### src/rtl/irq_pkg.sv
package irq_pkg;

   // Priority order: lower value wins.
   typedef enum logic [2:0] {
      SRC_RST = 3'd0,
      SRC_NMI = 3'd1,
      SRC_COP = 3'd2,
      SRC_ADC = 3'd3,
      SRC_TMR = 3'd4,
      SRC_PA  = 3'd5,
      SRC_EXT = 3'd6
   } irq_src_e;

   localparam int NUM_SRC = 7;

   localparam logic [1:0] SEL_SYS  = 2'd0;
   localparam logic [1:0] SEL_TMR  = 2'd1;
   localparam logic [1:0] SEL_PAEN = 2'd2;

   // Word slot inside the vector table (address = base + 2*slot).
   function automatic logic [2:0] vec_slot(input irq_src_e src);
      case (src)
         SRC_COP: return 3'd0;
         SRC_ADC: return 3'd1;
         SRC_TMR: return 3'd3;
         SRC_PA:  return 3'd4;
         SRC_NMI: return 3'd5;
         SRC_RST: return 3'd6;
         SRC_EXT: return 3'd7;
         default: return 3'd2;
      endcase
   endfunction

endpackage

### src/rtl/irq_pin_sync.sv
module irq_pin_sync #(
   parameter int WIDTH  = 8,
   parameter int STAGES = 2
) (
   input  logic             clk,
   input  logic             rst_n,
   input  logic [WIDTH-1:0] pins,
   output logic [WIDTH-1:0] changed
);

   localparam int LAST = STAGES - 1;

   if (STAGES < 2) begin : g_bad_stages
      $error("irq_pin_sync: STAGES must be at least 2");
   end
   if (WIDTH < 1) begin : g_bad_width
      $error("irq_pin_sync: WIDTH must be positive");
   end

   logic [WIDTH-1:0] chain [STAGES];
   logic [WIDTH-1:0] prev_q;

   for (genvar g = 0; g < STAGES; g++) begin : g_stage
      if (g == 0) begin : g_first
         always_ff @(posedge clk or negedge rst_n) begin
            if (!rst_n) chain[g] <= '0;
            else        chain[g] <= pins;
         end
      end else begin : g_next
         always_ff @(posedge clk or negedge rst_n) begin
            if (!rst_n) chain[g] <= '0;
            else        chain[g] <= chain[g-1];
         end
      end
   end

   always_ff @(posedge clk or negedge rst_n) begin
      if (!rst_n) prev_q <= '0;
      else        prev_q <= chain[LAST];
   end

   assign changed = chain[LAST] ^ prev_q;

endmodule

### src/rtl/irq_cfg_regs.sv
module irq_cfg_regs
   import irq_pkg::*;
#(
   parameter int DW          = 8,
   parameter int PA_W        = 8,
   parameter int EXT_EN_BIT  = 1,
   parameter int TMR_EN_BIT  = 4,
   parameter int NMI_EN_BIT  = 5
) (
   input  logic            clk,
   input  logic            rst_n,
   input  logic            wr_en,
   input  logic [1:0]      wr_sel,
   input  logic [DW-1:0]   wr_data,
   output logic            ext_en,
   output logic            tmr_en,
   output logic            nmi_en,
   output logic [PA_W-1:0] pa_en_n
);

   if (PA_W != DW) begin : g_bad_pa_w
      $error("irq_cfg_regs: PA_W must equal DW");
   end
   if (EXT_EN_BIT >= DW || TMR_EN_BIT >= DW || NMI_EN_BIT >= DW) begin : g_bad_bit
      $error("irq_cfg_regs: enable bit position out of range");
   end
   if (TMR_EN_BIT == NMI_EN_BIT) begin : g_bad_overlap
      $error("irq_cfg_regs: timer and NMI enables must differ");
   end

   logic wr_sys, wr_tmr, wr_pa;

   assign wr_sys = wr_en && (wr_sel == SEL_SYS);
   assign wr_tmr = wr_en && (wr_sel == SEL_TMR);
   assign wr_pa  = wr_en && (wr_sel == SEL_PAEN);

   always_ff @(posedge clk or negedge rst_n) begin
      if (!rst_n) begin
         ext_en <= 1'b0;
      end else if (wr_sys) begin
         ext_en <= wr_data[EXT_EN_BIT];
      end
   end

   always_ff @(posedge clk or negedge rst_n) begin
      if (!rst_n) begin
         tmr_en <= 1'b0;
         nmi_en <= 1'b0;
      end else if (wr_tmr) begin
         tmr_en <= wr_data[TMR_EN_BIT];
         nmi_en <= wr_data[NMI_EN_BIT];
      end
   end

   // Active low: 1 = pin disabled.
   always_ff @(posedge clk or negedge rst_n) begin
      if (!rst_n) begin
         pa_en_n <= '1;
      end else if (wr_pa) begin
         pa_en_n <= wr_data[PA_W-1:0];
      end
   end

endmodule

### src/rtl/irq_prio_sel.sv
module irq_prio_sel #(
   parameter int N  = 7,
   parameter int IW = (N > 1) ? $clog2(N) : 1
) (
   input  logic [N-1:0]  req,
   output logic [N-1:0]  grant,
   output logic [IW-1:0] idx,
   output logic          any
);

   if (N < 2) begin : g_bad_n
      $error("irq_prio_sel: N must be at least 2");
   end

   // Thermometer of "a higher-priority request exists".
   logic [N-1:0] above;

   assign above[0] = 1'b0;
   for (genvar i = 1; i < N; i++) begin : g_above
      assign above[i] = above[i-1] | req[i-1];
   end

   for (genvar i = 0; i < N; i++) begin : g_grant
      assign grant[i] = req[i] & ~above[i];
   end

   always_comb begin
      idx = '0;
      for (int i = N - 1; i >= 0; i--) begin
         if (req[i]) idx = IW'(i);
      end
   end

   assign any = |req;

endmodule

### src/rtl/irq_vector_ctrl.sv
module irq_vector_ctrl
   import irq_pkg::*;
#(
   parameter int          DW          = 8,
   parameter int          PA_W        = 8,
   parameter int          SYNC_STAGES = 2,
   parameter logic [15:0] VEC_BASE    = 16'hFFF0,
   parameter int          EXT_EN_BIT  = 1,
   parameter int          TMR_EN_BIT  = 4,
   parameter int          NMI_EN_BIT  = 5
) (
   input  logic            clk,
   input  logic            rst_n,
   input  logic            wr_en,
   input  logic [1:0]      wr_sel,
   input  logic [DW-1:0]   wr_data,
   input  logic            tmrb_evt,
   input  logic            cop_done,
   input  logic            adc_req,
   input  logic            tmra_req,
   input  logic            ext_pin,
   input  logic [PA_W-1:0] pa_pins,
   input  logic            global_mask,
   input  logic            ack,
   output logic            boot_req,
   output logic            nmi_req,
   output logic            irq_req,
   output logic            vec_valid,
   output logic [15:0]     vec_addr
);

   localparam int IW = $clog2(NUM_SRC);

   if (VEC_BASE[3:0] != 4'h0) begin : g_bad_base
      $error("irq_vector_ctrl: VEC_BASE must be 16-byte aligned");
   end

   logic            ext_en, tmr_en, nmi_en;
   logic [PA_W-1:0] pa_en_n;
   logic [PA_W-1:0] pa_chg;
   logic [NUM_SRC-1:0] req, grant;
   logic [IW-1:0]   win_idx;
   logic            win_any;
   logic            boot_q, nmi_q, pa_q, tmrb_prev;
   logic            nmi_set, pa_set;
   logic [2:0]      slot;

   irq_cfg_regs #(
      .DW(DW), .PA_W(PA_W), .EXT_EN_BIT(EXT_EN_BIT),
      .TMR_EN_BIT(TMR_EN_BIT), .NMI_EN_BIT(NMI_EN_BIT)
   ) u_cfg (
      .clk(clk), .rst_n(rst_n), .wr_en(wr_en), .wr_sel(wr_sel),
      .wr_data(wr_data), .ext_en(ext_en), .tmr_en(tmr_en),
      .nmi_en(nmi_en), .pa_en_n(pa_en_n)
   );

   irq_pin_sync #(.WIDTH(PA_W), .STAGES(SYNC_STAGES)) u_pa_sync (
      .clk(clk), .rst_n(rst_n), .pins(pa_pins), .changed(pa_chg)
   );

   assign nmi_set = tmrb_evt & ~tmrb_prev & nmi_en;
   assign pa_set  = |(pa_chg & ~pa_en_n);

   always_ff @(posedge clk or negedge rst_n) begin
      if (!rst_n) begin
         boot_q    <= 1'b1;
         nmi_q     <= 1'b0;
         pa_q      <= 1'b0;
         tmrb_prev <= 1'b0;
      end else begin
         tmrb_prev <= tmrb_evt;
         if (ack && grant[int'(SRC_RST)]) boot_q <= 1'b0;
         if (nmi_set)                            nmi_q <= 1'b1;
         else if (ack && grant[int'(SRC_NMI)])   nmi_q <= 1'b0;
         if (pa_set)                             pa_q <= 1'b1;
         else if (ack && grant[int'(SRC_PA)])    pa_q <= 1'b0;
      end
   end

   always_comb begin
      req                = '0;
      req[int'(SRC_RST)] = boot_q;
      req[int'(SRC_NMI)] = nmi_q;
      req[int'(SRC_COP)] = cop_done & ~global_mask;
      req[int'(SRC_ADC)] = adc_req & ~global_mask;
      req[int'(SRC_TMR)] = tmra_req & tmr_en & ~global_mask;
      req[int'(SRC_PA)]  = pa_q & ~global_mask;
      req[int'(SRC_EXT)] = ext_pin & ext_en & ~global_mask;
   end

   irq_prio_sel #(.N(NUM_SRC), .IW(IW)) u_prio (
      .req(req), .grant(grant), .idx(win_idx), .any(win_any)
   );

   assign slot      = vec_slot(irq_src_e'(win_idx));
   assign boot_req  = boot_q;
   assign nmi_req   = nmi_q;
   assign irq_req   = |req[NUM_SRC-1:int'(SRC_COP)];
   assign vec_valid = win_any;
   assign vec_addr  = win_any ? (VEC_BASE | 16'({slot, 1'b0})) : 16'h0000;

endmodule

### config.mk
export PLATFORM = sky130hd
export DESIGN_NAME = irq_vector_ctrl
export DESIGN_NICKNAME = d
export VERILOG_FILES = /design/src/rtl/irq_pkg.sv /design/src/rtl/irq_pin_sync.sv /design/src/rtl/irq_cfg_regs.sv /design/src/rtl/irq_prio_sel.sv /design/src/rtl/irq_vector_ctrl.sv
export SDC_FILE = /design/constraint.sdc
export NUM_CORES = 1
export LEC_CHECK = 0
export ABC_AREA = 1
export ABC_CLOCK_PERIOD_IN_PS = 2840
export BUFFER_PORTS_ARGS = -buffer_cell sky130_fd_sc_hd__buf_2
export CAP_MARGIN = 30
export CORE_UTILIZATION = 54
export DETAILED_ROUTE_END_ITERATION = 16
export MAX_ROUTING_LAYER = met4
export PLACE_DENSITY_LB_ADDON = 0.1
export SYNTH_ARGS = -nofsm -noshare
export SYNTH_HDL_FRONTEND = slang
export SYNTH_SLANG_ARGS = --single-unit
### constraint.sdc
create_clock -name clk -period 2.84 [get_ports clk]
set_input_delay 0.142 -clock clk [delete_from_list [all_inputs] [get_ports clk]]
set_output_delay 0.142 -clock clk [all_outputs]
set_load 0.03 [all_outputs]
==> impl_metrics.json <==
{
  "clkLatencyLatePin_ns": 0.34,
  "gp_congestion": 0.857,
  "wirelength_um": 2600,
  "die_area_um2": 3190,
  "r2r_setup_slack_ns": 1.69,
  "seq_power_share_pct": 50.9,
  "crit_path_max_fanout": 14,
  "synth_edf_count": 0,
  "cp-end-kind": "output pin",
  "arrival_ns": 1.79,
  "grt_pass1_wl_um": 4170,
  "grt_setup_unrepaired": "false",
  "wl_per_cell_um": 11.4,
  "synth_area_leader_cell": "dfrtp_1",
  "min_period_ns": 1.93,
  "cts-root-buf": "clkbuf_4",
  "grt_pass1_vias": 1065,
  "pin_count": 48,
  "detail-route-antenna-nets": 0,
  "switching_power_mw": 0.341,
  "post_cts_resized": 0,
  "synthTopCellsByCount": "dfrtp_1 (30), nand2_1 (17), inv_1 (15), buf_4 (13), nand3_1 (10)",
  "layout.nets": 225,
  "slew_headroom_pct": 46.5,
  "grt_max_degree": 40,
  "final.setup.tns_ns": 0,
  "ys_ff_latch": 39,
  "tightest_slew_ns": 0.802,
  "syn_avg_cell_area_um2": 11.2,
  "syn_area_um2": 1600,
  "pwr_density_cell_nw_per_um2": 628,
  "die_h_um": 56.5,
  "synth_ff_type": "dfrtp_1",
  "p_int_mw": 0.918,
  "place_hpwl_um": 1810,
  "max_freq_ghz": 0.518,
  "synth_cells": 143,
  "vias": 1096,
  "report.final.hold_viol_count": 0,
  "synthToLayoutAreaGrowth_pct": 25.1,
  "num_antenna_cells": 0,
  "synthTopCellsByArea": "dfrtp_1 (47%), dfstp_2 (15%), buf_4 (6.1%)",
  "peakVddDrop_v": 0.000547,
  "hold_path_class": "in2reg",
  "multi_input_area_um2": 449,
  "cellLeakagePower_nw": 0.988,
  "comb_power_share_pct": 19.0,
  "overflow": 0,
  "htreeDepth": 2,
  "cts.sinks": 39,
  "grt_util_all_layers_pct": 18.1,
  "p_clk_share_pct": 30.1,
  "yosysSeqAreaShare_pct": 61.6,
  "antenna_found_initial": 0,
  "yosys_warnings": 0,
  "maxCapViolations": 0,
  "io_buffers": 46,
  "async_flop_share_pct": 100,
  "synth.net_count": 171,
  "core_um2": 2780,
  "drc": 0,
  "die_w_um": 56.5,
  "clkTransAtPathRegs_ns": 0.11,
  "clockBufferDepth": 2,
  "drtIter0Drc": 13,
  "min_period_over_period_pct": 68.0,
  "fill_cells": 191,
  "status": "finished, final reports clean",
  "numCtsBuffers": 5,
  "post-route-util_pct": 72.1,
  "path_class": "reg2out",
  "crit_required_ns": 2.70,
  "p_total_mw": 1.26,
  "clock_skew_ns": 0.00922,
  "first_pass_iters": 4,
  "synth.distinct_cells": 23,
  "seq_area_um2": 987,
  "start_util_pct": 57.6,
  "tritoncts": "done",
  "yosysMostFrequentCell": "dfrtp_1",
  "num_rows": 19,
  "synth_top_cell_area_share_pct": 46.8,
  "critPathLaunchType": "register",
  "swShare_pct": 27.1,
  "vias_per_cell": 4.79,
  "setup_viol": 0,
  "drv_slew": 0,
  "drive_gt1_share_pct": 40.4
}
-- critical path, stage by stage (launching register included) --
cell and delay, ns:
dfstp_2 0.58, nor2_4 0.05, nand2_2 0.09, nor2_4 0.05
inv_2 0.08, nor2_4 0.04, inv_1 0.20, nand3_1 0.12
inv_1 0.06, buf_2 0.18
-- area by class of cell --
class,instances,area share [%]
Timing Repair Buffer,61,19.0
Sequential cell,39,49.2
Tap cell,31,1.93
Inverter,17,3.18
Clock inverter,2,1.75
Multi-Input combinational cell,73,22.4
Clock buffer,6,2.56
-- worst paths after layout --
check                                         start             endpoint  depth (start not counted)
worst min-delay path                     wr_data[6]     u_cfg.pa_en_n[6]                          2
worst max register to register              nmi_req                 pa_q                          6
max in group asynchronous                     rst_n         u_cfg.ext_en                          2
worst max-delay path                       boot_req          vec_addr[2]                          9
min in group asynchronous                     rst_n  u_pa_sync.chain[10]                          2
worst min register to register  u_pa_sync.chain[11]   u_pa_sync.chain[3]                          0
-- sequential cells by signal (all words and copies together), names as in the netlist --
name              flops
u_cfg.ext_en          1
tmrb_prev             1
pa_q                  1
nmi_req               1
boot_req              1
u_cfg.tmr_en          1
u_pa_sync.chain      16
u_cfg.pa_en_n         8
u_cfg.nmi_en          1
u_pa_sync.prev_q      8
-- power groups by stage --
stage               clock network, mW  logic [mW]  registers, mW
floorplan                           0       0.175          0.649
global placement                    0       0.220          0.650
detailed placement                  0       0.224          0.652
CTS                             0.388       0.238          0.642
global route                    0.419       0.259          0.647
finish                          0.379       0.239          0.641
-- metrics by stage --
step / hold slack [ns] / cells / area [um^2] / setup WS, ns
global placement: 0.250 / 206 / 1770 / 1.36
finish: 0.0171 / 229 / 2010 / 0.909
detailed placement: 0.251 / 206 / 1770 / 1.28
global route: 0.00179 / 229 / 2010 / 0.756
floorplan: -0.154 / 143 / 1600 / 1.03
CTS: 0.00245 / 226 / 1980 / 0.878
-- cells in the final DEF (no fill, tap or decap), types with 4 or more instances in the layout --
cell | netlist | routed
o21ai_0 | 6 | 6
clkbuf_4 | 0 | 5
nand2_1 | 17 | 17
dlygate4sd3_1 | 0 | 15
nand3_1 | 10 | 10
mux2_1 | 4 | 4
dfstp_2 | 9 | 9
dfrtp_1 | 30 | 30
buf_2 | 1 | 46
xnor2_1 | 8 | 8
inv_1 | 15 | 15
o22ai_1 | 4 | 4
nor2_1 | 4 | 4
nand2_2 | 6 | 6
-- logic make-up (layout without fill, tap and decap cells) --
group,after synthesis,in the layout,share of synthesized area [%]
AND/OR/NAND/NOR,43,43,14.1
flip-flops,39,39,61.6
buffers and inverters,31,86,10.4
AO/OA/AOI/OAI,16,16,5.78
XOR/XNOR,8,8,4.37
multiplexers,5,5,3.51
other,1,1,0.234
-- routing by layer --
layer	share of wire [%]	vias to the layer above	track usage, %
li1	-	546	-
met1	42	509	18.4
met2	51	33	30.4
met3	5.6	8	7.14
met4	1.8	0	8.71
met5	0	-	-
-- timing repair --
item | CTS | global route
hold buffers | 12 | 3
endpoints found under the hold margin | 41 | 3
buffers inserted | 0 | 0
Power figures use the tool's default switching activity.
